==> config.mk <==
export PLATFORM = sky130hd
export DESIGN_NAME = nvm_shadow_ctrl
export DESIGN_NICKNAME = d
export VERILOG_FILES = /design/src/rtl/nvm_shadow_pkg.sv /design/src/rtl/nvm_prog_timer.sv /design/src/rtl/nvm_seq.sv /design/src/rtl/nvm_csr.sv /design/src/rtl/nvm_shadow_ctrl.sv
export SDC_FILE = /design/constraint.sdc
export NUM_CORES = 1
export LEC_CHECK = 0
export ABC_CLOCK_PERIOD_IN_PS = 1970
export BUFFER_PORTS_ARGS = -buffer_cell sky130_fd_sc_hd__buf_2
export CORE_AREA = 2 2 81 98
export DETAILED_ROUTE_END_ITERATION = 8
export DIE_AREA = 0 0 83 100
export PLACE_DENSITY = 0.66
export SLEW_MARGIN = 20
export SYNTH_ARGS = -nofsm -noshare
export SYNTH_HDL_FRONTEND = slang
export SYNTH_SLANG_ARGS = --single-unit
export TNS_END_PERCENT = 10
==> constraint.sdc <==
create_clock -name clk -period 1.97 [get_ports clk]
set_clock_uncertainty 0.15 [all_clocks]
set_input_delay 0.0985 -clock clk [delete_from_list [all_inputs] [get_ports clk]]
set_output_delay 0.0985 -clock clk [all_outputs]
set_load 0.01 [all_outputs]
==> src/rtl/nvm_shadow_pkg.sv <==
package nvm_shadow_pkg;
    localparam int REG_W  = 8;
    localparam int NVM_AW = 2 * REG_W;

    localparam logic [1:0] OFS_CTRL = 2'd0;
    localparam logic [1:0] OFS_ALO  = 2'd1;
    localparam logic [1:0] OFS_AHI  = 2'd2;
    localparam logic [1:0] OFS_DATA = 2'd3;

    localparam int BIT_RELOAD = 7;
    localparam int BIT_COMMIT = 6;
    localparam int BIT_BDONE  = 5;
    localparam int BIT_FAIL   = 4;

    typedef enum logic [2:0] {
        SQ_IDLE,
        SQ_LOAD_RD,
        SQ_LOAD_WR,
        SQ_CMT_ADDR,
        SQ_CMT_CAP,
        SQ_CMT_WR,
        SQ_BYTE_WR
    } seq_state_e;
endpackage

==> src/rtl/nvm_prog_timer.sv <==
module nvm_prog_timer #(
    parameter int LIMIT = 24
) (
    input  logic clk,
    input  logic rst_n,
    input  logic run,
    output logic expired
);
    localparam int CNT_W = $clog2(LIMIT + 1);

    typedef struct packed {
        logic [CNT_W-1:0] cnt;
    } tmr_t;

    tmr_t tmr_d, tmr_q;

    always_comb begin
        tmr_d   = tmr_q;
        expired = run && (tmr_q.cnt == CNT_W'(LIMIT - 1));
        if (!run) begin
            tmr_d.cnt = '0;
        end else if (!expired) begin
            tmr_d.cnt = tmr_q.cnt + 1'b1;
        end
    end

    always_ff @(posedge clk or negedge rst_n) begin
        if (!rst_n) tmr_q <= '0;
        else        tmr_q <= tmr_d;
    end
endmodule

==> src/rtl/nvm_seq.sv <==
module nvm_seq
    import nvm_shadow_pkg::*;
#(
    parameter int DEPTH = 64,
    localparam int IDX_W = $clog2(DEPTH)
) (
    input  logic              clk,
    input  logic              rst_n,
    input  logic              start_load,
    input  logic              start_commit,
    input  logic              start_byte,
    input  logic [NVM_AW-1:0] byte_addr,
    input  logic [REG_W-1:0]  byte_data,
    output logic              nvm_rd_req,
    output logic              nvm_wr_req,
    output logic [NVM_AW-1:0] nvm_addr,
    output logic [REG_W-1:0]  nvm_wdata,
    input  logic [REG_W-1:0]  nvm_rdata,
    input  logic              nvm_done,
    output logic              ram_wr,
    output logic [IDX_W-1:0]  ram_addr,
    output logic [REG_W-1:0]  ram_wdata,
    input  logic [REG_W-1:0]  ram_rdata,
    input  logic              tmo_expired,
    output logic              tmo_run,
    output logic              busy,
    output logic              load_active,
    output logic              commit_active,
    output logic              byte_done,
    output logic              wr_fail
);
    typedef struct packed {
        seq_state_e       st;
        logic [IDX_W-1:0] idx;
        logic [REG_W-1:0] buf_w;
    } seq_t;

    seq_t s_d, s_q;
    logic last_idx;

    assign last_idx = (s_q.idx == IDX_W'(DEPTH - 1));

    always_comb begin
        s_d        = s_q;
        nvm_rd_req = 1'b0;
        nvm_wr_req = 1'b0;
        nvm_addr   = NVM_AW'(s_q.idx);
        nvm_wdata  = s_q.buf_w;
        ram_wr     = 1'b0;
        ram_addr   = s_q.idx;
        ram_wdata  = s_q.buf_w;
        tmo_run    = 1'b0;
        byte_done  = 1'b0;
        wr_fail    = 1'b0;
        unique case (s_q.st)
            SQ_IDLE: begin
                if (start_load) begin
                    s_d.st  = SQ_LOAD_RD;
                    s_d.idx = '0;
                end else if (start_commit) begin
                    s_d.st  = SQ_CMT_ADDR;
                    s_d.idx = '0;
                end else if (start_byte) begin
                    s_d.st  = SQ_BYTE_WR;
                end
            end
            SQ_LOAD_RD: begin
                nvm_rd_req = 1'b1;
                if (nvm_done) begin
                    s_d.buf_w = nvm_rdata;
                    s_d.st    = SQ_LOAD_WR;
                end
            end
            SQ_LOAD_WR: begin
                ram_wr = 1'b1;
                if (last_idx) begin
                    s_d.st = SQ_IDLE;
                end else begin
                    s_d.idx = s_q.idx + 1'b1;
                    s_d.st  = SQ_LOAD_RD;
                end
            end
            SQ_CMT_ADDR: begin
                s_d.st = SQ_CMT_CAP;
            end
            SQ_CMT_CAP: begin
                s_d.buf_w = ram_rdata;
                s_d.st    = SQ_CMT_WR;
            end
            SQ_CMT_WR: begin
                nvm_wr_req = 1'b1;
                tmo_run    = 1'b1;
                if (nvm_done || tmo_expired) begin
                    wr_fail = !nvm_done;
                    if (last_idx) begin
                        s_d.st = SQ_IDLE;
                    end else begin
                        s_d.idx = s_q.idx + 1'b1;
                        s_d.st  = SQ_CMT_ADDR;
                    end
                end
            end
            SQ_BYTE_WR: begin
                nvm_wr_req = 1'b1;
                nvm_addr   = byte_addr;
                nvm_wdata  = byte_data;
                tmo_run    = 1'b1;
                if (nvm_done || tmo_expired) begin
                    wr_fail   = !nvm_done;
                    byte_done = 1'b1;
                    s_d.st    = SQ_IDLE;
                end
            end
            default: s_d.st = SQ_IDLE;
        endcase
    end

    assign busy          = (s_q.st != SQ_IDLE);
    assign load_active   = (s_q.st == SQ_LOAD_RD) || (s_q.st == SQ_LOAD_WR);
    assign commit_active = (s_q.st == SQ_CMT_ADDR) || (s_q.st == SQ_CMT_CAP)
                         || (s_q.st == SQ_CMT_WR);

    always_ff @(posedge clk or negedge rst_n) begin
        if (!rst_n) s_q <= '{st: SQ_IDLE, idx: '0, buf_w: '0};
        else        s_q <= s_d;
    end
endmodule

==> src/rtl/nvm_csr.sv <==
module nvm_csr
    import nvm_shadow_pkg::*;
(
    input  logic              clk,
    input  logic              rst_n,
    input  logic [1:0]        reg_addr,
    input  logic              reg_wr,
    input  logic              reg_rd,
    input  logic [REG_W-1:0]  reg_wdata,
    output logic [REG_W-1:0]  reg_rdata,
    input  logic              busy,
    input  logic              load_active,
    input  logic              commit_active,
    input  logic              byte_done,
    input  logic              wr_fail,
    output logic              start_load,
    output logic              start_commit,
    output logic              start_byte,
    output logic [NVM_AW-1:0] byte_addr,
    output logic [REG_W-1:0]  byte_data
);
    typedef struct packed {
        logic [REG_W-1:0] alo;
        logic [REG_W-1:0] ahi;
        logic [REG_W-1:0] dat;
        logic             bdone;
        logic             fail;
    } csr_t;

    csr_t c_d, c_q;
    logic wr_ok;
    logic ctrl_rd;

    always_comb begin
        c_d          = c_q;
        wr_ok        = reg_wr && !busy;
        ctrl_rd      = reg_rd && (reg_addr == OFS_CTRL);
        start_load   = wr_ok && (reg_addr == OFS_CTRL) && reg_wdata[BIT_RELOAD];
        start_commit = wr_ok && (reg_addr == OFS_CTRL) && reg_wdata[BIT_COMMIT]
                     && !reg_wdata[BIT_RELOAD];
        start_byte   = wr_ok && (reg_addr == OFS_DATA);

        if (wr_ok && reg_addr == OFS_ALO)  c_d.alo = reg_wdata;
        if (wr_ok && reg_addr == OFS_AHI)  c_d.ahi = reg_wdata;
        if (start_byte)                    c_d.dat = reg_wdata;

        if (start_load || start_commit || start_byte) c_d.fail = 1'b0;
        if (wr_fail)                                  c_d.fail = 1'b1;

        if (ctrl_rd)   c_d.bdone = 1'b0;
        if (byte_done) c_d.bdone = 1'b1;

        unique case (reg_addr)
            OFS_CTRL: begin
                reg_rdata             = '0;
                reg_rdata[BIT_RELOAD] = load_active;
                reg_rdata[BIT_COMMIT] = commit_active;
                reg_rdata[BIT_BDONE]  = c_q.bdone;
                reg_rdata[BIT_FAIL]   = c_q.fail;
            end
            OFS_ALO: reg_rdata = c_q.alo;
            OFS_AHI: reg_rdata = c_q.ahi;
            default: reg_rdata = c_q.dat;
        endcase
    end

    assign byte_addr = {c_q.ahi, c_q.alo};
    assign byte_data = c_q.dat;

    always_ff @(posedge clk or negedge rst_n) begin
        if (!rst_n) c_q <= '0;
        else        c_q <= c_d;
    end
endmodule

==> src/rtl/nvm_shadow_ctrl.sv <==
module nvm_shadow_ctrl
    import nvm_shadow_pkg::*;
#(
    parameter int DEPTH       = 64,
    parameter int TIMEOUT_CYC = 24,
    localparam int IDX_W = $clog2(DEPTH)
) (
    input  logic              clk,
    input  logic              rst_n,
    input  logic [1:0]        reg_addr,
    input  logic              reg_wr,
    input  logic              reg_rd,
    input  logic [REG_W-1:0]  reg_wdata,
    output logic [REG_W-1:0]  reg_rdata,
    output logic              nvm_rd_req,
    output logic              nvm_wr_req,
    output logic [NVM_AW-1:0] nvm_addr,
    output logic [REG_W-1:0]  nvm_wdata,
    input  logic [REG_W-1:0]  nvm_rdata,
    input  logic              nvm_done,
    output logic              ram_wr,
    output logic [IDX_W-1:0]  ram_addr,
    output logic [REG_W-1:0]  ram_wdata,
    input  logic [REG_W-1:0]  ram_rdata,
    output logic              core_rst
);
    logic              start_load, start_commit, start_byte;
    logic [NVM_AW-1:0] byte_addr;
    logic [REG_W-1:0]  byte_data;
    logic              busy, load_active, commit_active;
    logic              byte_done, wr_fail;
    logic              tmo_run, tmo_expired;

    nvm_csr u_csr (
        .clk           (clk),
        .rst_n         (rst_n),
        .reg_addr      (reg_addr),
        .reg_wr        (reg_wr),
        .reg_rd        (reg_rd),
        .reg_wdata     (reg_wdata),
        .reg_rdata     (reg_rdata),
        .busy          (busy),
        .load_active   (load_active),
        .commit_active (commit_active),
        .byte_done     (byte_done),
        .wr_fail       (wr_fail),
        .start_load    (start_load),
        .start_commit  (start_commit),
        .start_byte    (start_byte),
        .byte_addr     (byte_addr),
        .byte_data     (byte_data)
    );

    nvm_seq #(.DEPTH(DEPTH)) u_seq (
        .clk           (clk),
        .rst_n         (rst_n),
        .start_load    (start_load),
        .start_commit  (start_commit),
        .start_byte    (start_byte),
        .byte_addr     (byte_addr),
        .byte_data     (byte_data),
        .nvm_rd_req    (nvm_rd_req),
        .nvm_wr_req    (nvm_wr_req),
        .nvm_addr      (nvm_addr),
        .nvm_wdata     (nvm_wdata),
        .nvm_rdata     (nvm_rdata),
        .nvm_done      (nvm_done),
        .ram_wr        (ram_wr),
        .ram_addr      (ram_addr),
        .ram_wdata     (ram_wdata),
        .ram_rdata     (ram_rdata),
        .tmo_expired   (tmo_expired),
        .tmo_run       (tmo_run),
        .busy          (busy),
        .load_active   (load_active),
        .commit_active (commit_active),
        .byte_done     (byte_done),
        .wr_fail       (wr_fail)
    );

    nvm_prog_timer #(.LIMIT(TIMEOUT_CYC)) u_tmr (
        .clk     (clk),
        .rst_n   (rst_n),
        .run     (tmo_run),
        .expired (tmo_expired)
    );

    assign core_rst = load_active;
endmodule

Word-level counts from Yosys, hierarchy flattened
Index checks and enable logic that the tools add are counted.

Bits in registers: 48. Output and inout port bits: 50. RAM bits: 0. Bits in latches: 0. Input port bits: 31. Logic and storage cells: 88. Memories: 0. Memory bits (read-only): 0.

Add/sub/neg operators: 2. Shift operators: 0. Order comparisons: 0. Div/mod/pow operators: 0. Bitwise operators: 0. Multiplexer cells: 30. Multipliers: 0. Reductions and logical operators: 30. Equal/unequal tests: 17.

Operators with widths (number): 8-bit one-hot mux with 3 select lines (1); 3-bit one-hot mux with 7 select lines (1); 9-bit two-way mux (2); 6-bit one-hot mux with 3 select lines (1); 16-bit two-way mux (1); 8-bit two-way mux (2); 8-bit one-hot mux with 2 select lines (1); 1-bit two-way mux (12); 3-bit two-way mux (4); 6-bit two-way mux (2); 1-bit logical AND (10); 5-bit two-way mux (2); 3-bit equality test (second input constant) (3); 6-bit by 1-bit adder with 6-bit output (second input constant) (1); 3-bit by 2-bit equality test with 1-bit output (second input constant) (2); 6-bit equality test (second input constant) (1); 1-bit logical OR (6); 2-bit nonzero test (3); 3-bit nonzero test (2); 5-bit by 1-bit adder with 5-bit output (second input constant) (1); 5-bit equality test (second input constant) (1); 2-bit equality test (second input constant) (2); 2-bit by 1-bit inequality test with 1-bit output (second input constant) (2); 2-bit inequality test (second input constant) (2); other kinds (12) (14).

Longest topological paths before layout
Word-level depth: 10. Depth in mapped cells: 8. Mapped depth without buffers: 6.

Hierarchy
A second synthesis with hierarchy kept.

Cell total of the unflattened synthesis: 312. Area total of the unflattened synthesis: 3139.3 sq um.

Modules (own cells, without submodules): nvm_csr (instances 1, cells an instance 104, area an instance 1462.7 sq um); nvm_seq (instances 1, cells an instance 185, area an instance 1435.1 sq um); nvm_prog_timer (instances 1, cells an instance 23, area an instance 241.5 sq um).

Least setup slack after synthesis
No wires, ideal clock.

Kind: reg-to-reg. Start point: reg u_tmr.tmr_q[0] in the netlist's numbering. End point: reg u_seq.s_q, in the netlist u_seq.ram_addr[1]. Cell stages (with the launch flop): 7. Arrival time: 1802 ps. Data required time: 1695 ps. Slack: -107 ps. Library setup time: 125 ps. Cell sequence: dfrtp_1 > ha_1 > and4b_4 > buf_6 > o311ai_4 > a21boi_4 > mux2_4.

Cells in the longest elaborated chain, start to end: 5.

Ends and longest elaborated chain: start, declared (RTL line nvm_prog_timer.sv:15) `tmr_t tmr_d, tmr_q;`; start signal, assigned (RTL line nvm_prog_timer.sv:29) `else tmr_q <= tmr_d;`; 5-bit equality test (RTL line nvm_prog_timer.sv:19) `expired = run && (tmr_q.cnt == CNT_W'(LIMIT - 1));`; 1-bit logical AND (RTL line nvm_prog_timer.sv:19); 1-bit logical OR (RTL line nvm_seq.sv:93) `if (nvm_done || tmo_expired) begin`; 2-bit by 1-bit inequality test with 1-bit output (no source line); 3-bit AND reduction (no source line); end signal, assigned (RTL line nvm_seq.sv:124) `if (!rst_n) s_q <= '{st: SQ_IDLE, idx: '0, buf_w: '0};`; end, declared (RTL line nvm_seq.sv:38) `seq_t s_d, s_q;`.

Every way passes these cells. A chain may end at the register's enable or synchronous reset.

Worst setup path after layout
Start point: reg u_seq.s_q[16] in the netlist's numbering. End point: reg u_seq.s_q, in the netlist u_seq.ram_addr[3].

Cells in the longest elaborated chain, start to end: 8.

Ends and longest elaborated chain: branches (longest 8 deep; another with 3-bit equality test).

Parallel ways; which one is timed is not known.

==> impl_metrics.env <==
export IMPL_final_cell_mix="buf_2 (78), nand2_1 (56), dfrtp_1 (46)"
export IMPL_dp_hpwl_um=6050
export IMPL_combPwrFrac_pct=54.2
export IMPL_finalCriticalPeriod_ns=2.00
export IMPL_relSlewSlack_pct=57.2
export IMPL_io_pins=81
export IMPL_peakVddDrop_v=0.000700
export IMPL_min_to="u_csr.c_q[0]$_DFFE_PN0P_"
export IMPL_core_area_um2=7490
export IMPL_setup_ws_ns=-0.0294
export IMPL_dp_slack_ns=-0.0149
export IMPL_start_util_pct=39.0
export IMPL_ant_nets=0
export IMPL_hp_start="nvm_done"
export IMPL_final_core_util_pct=54.3
export IMPL_insertion_delay_ns=0.31
export IMPL_arrival_ns=2.04
export IMPL_layout_commonest_cell="buf_2"
export IMPL_synth_area_leaders="dfrtp_1 (41%), nand2_1 (7.7%), mux2_2 (6.9%)"
export IMPL_first_pass_iters=4
export IMPL_grt_pass1_vias=2835
export IMPL_syn_avg_cell_area_um2=10.0
export IMPL_sw_frac_of_total_pct=38.2
export IMPL_net_switching_power_uw=2070
export IMPL_yosysUniqueCellTypes=49
export IMPL_grt_util_all_layers_pct=20.8
export IMPL_async_reset_ff_share_pct=100
export IMPL_syn_area_um2=2920
export IMPL_netlist_instances=291
export IMPL_finalHoldViolCount=0
export IMPL_finalSetupViolations=6
export IMPL_antenna_found_initial=0
export IMPL_drt_first_iter_violations=117
export IMPL_crit_fanout=6
export IMPL_end_kind="register"
export IMPL_ys_seq_elements=48
export IMPL_route_detailed_drc=0
export IMPL_rsz0062_at_grt="true"
export IMPL_die_area_um2=8300
export IMPL_synth_largest_area_cell="dfrtp_1"
export IMPL_num_vias=2669
export IMPL_syn_num_nets=324
export IMPL_pwr_share_clk_pct=14.4
export IMPL_leakage_uw=0.00210
export IMPL_die_h_um=100
export IMPL_cts_root_buf="clkbuf_8"
export IMPL_cts_tree="yes"
export IMPL_p_int_uw=3360
export IMPL_wl_per_cell_um=16.7
export IMPL_cts_buffers=5
export IMPL_yosysTopAreaCellShare_pct=41.1
export IMPL_timing_final_crit_share_pct=101
export IMPL_hold_depth=3
export IMPL_fill_cells=695
export IMPL_fin_setup_tns_ns=-0.153
export IMPL_rrSetupSlack_ns=-0.03
export IMPL_place_congestion=0.869
export IMPL_status="finished with violations"
export IMPL_cp_required_ns=2.01
export IMPL_clock_fmax_mhz=500
export IMPL_ff_latch_area_um2=1200
export IMPL_die_width_um=83
export IMPL_worst_setup_path_start_kind="register"
export IMPL_reg2reg_to="u_seq.ram_addr[3]$_DFFE_PN0P_"
export IMPL_power_density_nw_per_um2=1340
export IMPL_port_buffer_count=80
export IMPL_clockBufferDepth=2
export IMPL_syn2layout_area_growth_pct=39.0
export IMPL_grt_pass1_wl_um=13800
export IMPL_yosysWarnings=0
export IMPL_fin_nets=453
export IMPL_synth_enable_flop_cells=0
export IMPL_n_antenna_cell=0
export IMPL_yosysSeqAreaShare_pct=41.1
export IMPL_viasPerCell=5.20
export IMPL_r2r_start="u_seq.s_q[16]$_DFFE_PN0P_"
export IMPL_crit_type="register to register"
export IMPL_worstMarginPinSlew_ns=0.642
export IMPL_slew_violations=0
export IMPL_drive_gt1_share_pct=45.1
export IMPL_rows=35
export IMPL_routed_wl_um=8570
export IMPL_htreeDepth=2
export IMPL_synth_flop_cell="dfrtp_1"
export IMPL_cts_sinks=48
export IMPL_ff2ff_path_depth=8
export IMPL_p_seq_share_pct=31.5
export IMPL_grt_overflow_total=0
export IMPL_violations="negative setup slack"
export IMPL_hold_slack_ns=0.102
export IMPL_clk_transition_reported_paths_ns=0.10
export IMPL_multiInputGateArea_um2=1530
export IMPL_cap_violations=0
export IMPL_hp_class="primary input to register"
export IMPL_grt_max_degree=49
synth_stat cells, types with 5 or more instances:
master	number
and3_1	14
buf_4	14
buf_6	5
clkbuf_1	7
dfrtp_1	48
inv_1	9
mux2_2	18
mux2_4	9
mux2i_1	9
nand2_1	60
nand3_1	8
nor2_1	13
o21ai_0	11
o21ai_1	9
through the flow:
stage | cells | instance area [um2] | power (uW)
final | 513 | 4060 | 5430
after global routing | 513 | 4060 | 5780
after CTS | 507 | 3970 | 5270
after detailed placement | 467 | 3500 | 4280
after global placement | 467 | 3500 | 4230
after floorplan | 291 | 2920 | 3400
how the worst max path moves through the flow:
stage	from	end	slack [ns]	cells past startpoint
after floorplan	u_tmr.tmr_q[0]$_DFFE_PN0P_	u_seq.ram_addr[1]$_DFFE_PN0P_	-0.11	6
after global placement	u_tmr.tmr_q[0]$_DFFE_PN0P_	u_seq.ram_addr[1]$_DFFE_PN0P_	0.06	5
after detailed placement	u_seq.ram_addr[1]$_DFFE_PN0P_	u_seq.ram_addr[1]$_DFFE_PN0P_	-0.01	6
after CTS	u_tmr.tmr_q[0]$_DFFE_PN0P_	u_seq.ram_addr[1]$_DFFE_PN0P_	-0.009	5
after global routing	u_seq.s_q[16]$_DFFE_PN0P_	u_seq.ram_addr[5]$_DFFE_PN0P_	-0.07	8
final	u_seq.s_q[16]$_DFFE_PN0P_	u_seq.ram_addr[3]$_DFFE_PN0P_	-0.03	8
final cells by class:
class	instances	share of cell area, %
Timing Repair Buffer	151	26.0
Inverter	10	0.924
Clock inverter	2	0.954
Multi-Input combinational cell	204	37.7
Clock buffer	6	2.03
Tap cell	92	2.83
Sequential cell	48	29.6
critical path, cell delays in order, from the launching register on:
cell	delay [ns]
dfrtp_2	0.46
buf_4	0.16
nor3b_4	0.25
buf_4	0.20
a21o_4	0.11
o311ai_4	0.08
a21boi_4	0.17
buf_4	0.15
o22a_1	0.16
flip-flops by register name (all words and copies together) (netlist names):
signal / flops
u_seq.s_q: 3
u_csr.c_q: 2
u_csr.byte_data: 8
u_seq.ram_wdata: 8
u_seq.ram_addr: 6
u_csr.byte_addr: 16
u_tmr.tmr_q: 5
power groups by stage:
stage                     clock (uW)  combinational [uW]  sequential (uW)
after floorplan                    0                1780             1620
after global placement             0                2520             1720
after detailed placement           0                2550             1730
after CTS                        794                2780             1700
after global routing             822                3190             1760
final                            781                2940             1710
timing repair:
action / 4_1_cts / 5_1_grt
hold endpoints to repair: 81 / 0
pin swaps: 1 / 2
resized for setup: 10 / 13
endpoints found under the setup margin: 29 / 22
buffers inserted: 6 / 6
hold buffers: 26 / 0
cell families (layout without fill, tap and decap cells):
kind of cell	after synthesis	after routing	share of synthesized area, %
buffers and inverters	39	169	8.22
muxes	40	40	17.7
and+or+nand+nor	112	112	18.5
AOI/OAI and AO/OA	46	46	12.4
adders and majority gates	3	3	1.24
DFF	48	48	41.1
xor gates and xnor gates	3	3	0.899
metal layers:
metal,vias up,GRT usage [%],routed length (um)
li1,1258,-,-
met1,1301,26.2,3550
met2,92,36.2,4400
met3,18,3.04,437
met4,0,7.69,184
met5,-,0,0
Note: power is estimated with default switching activity, not from simulation.
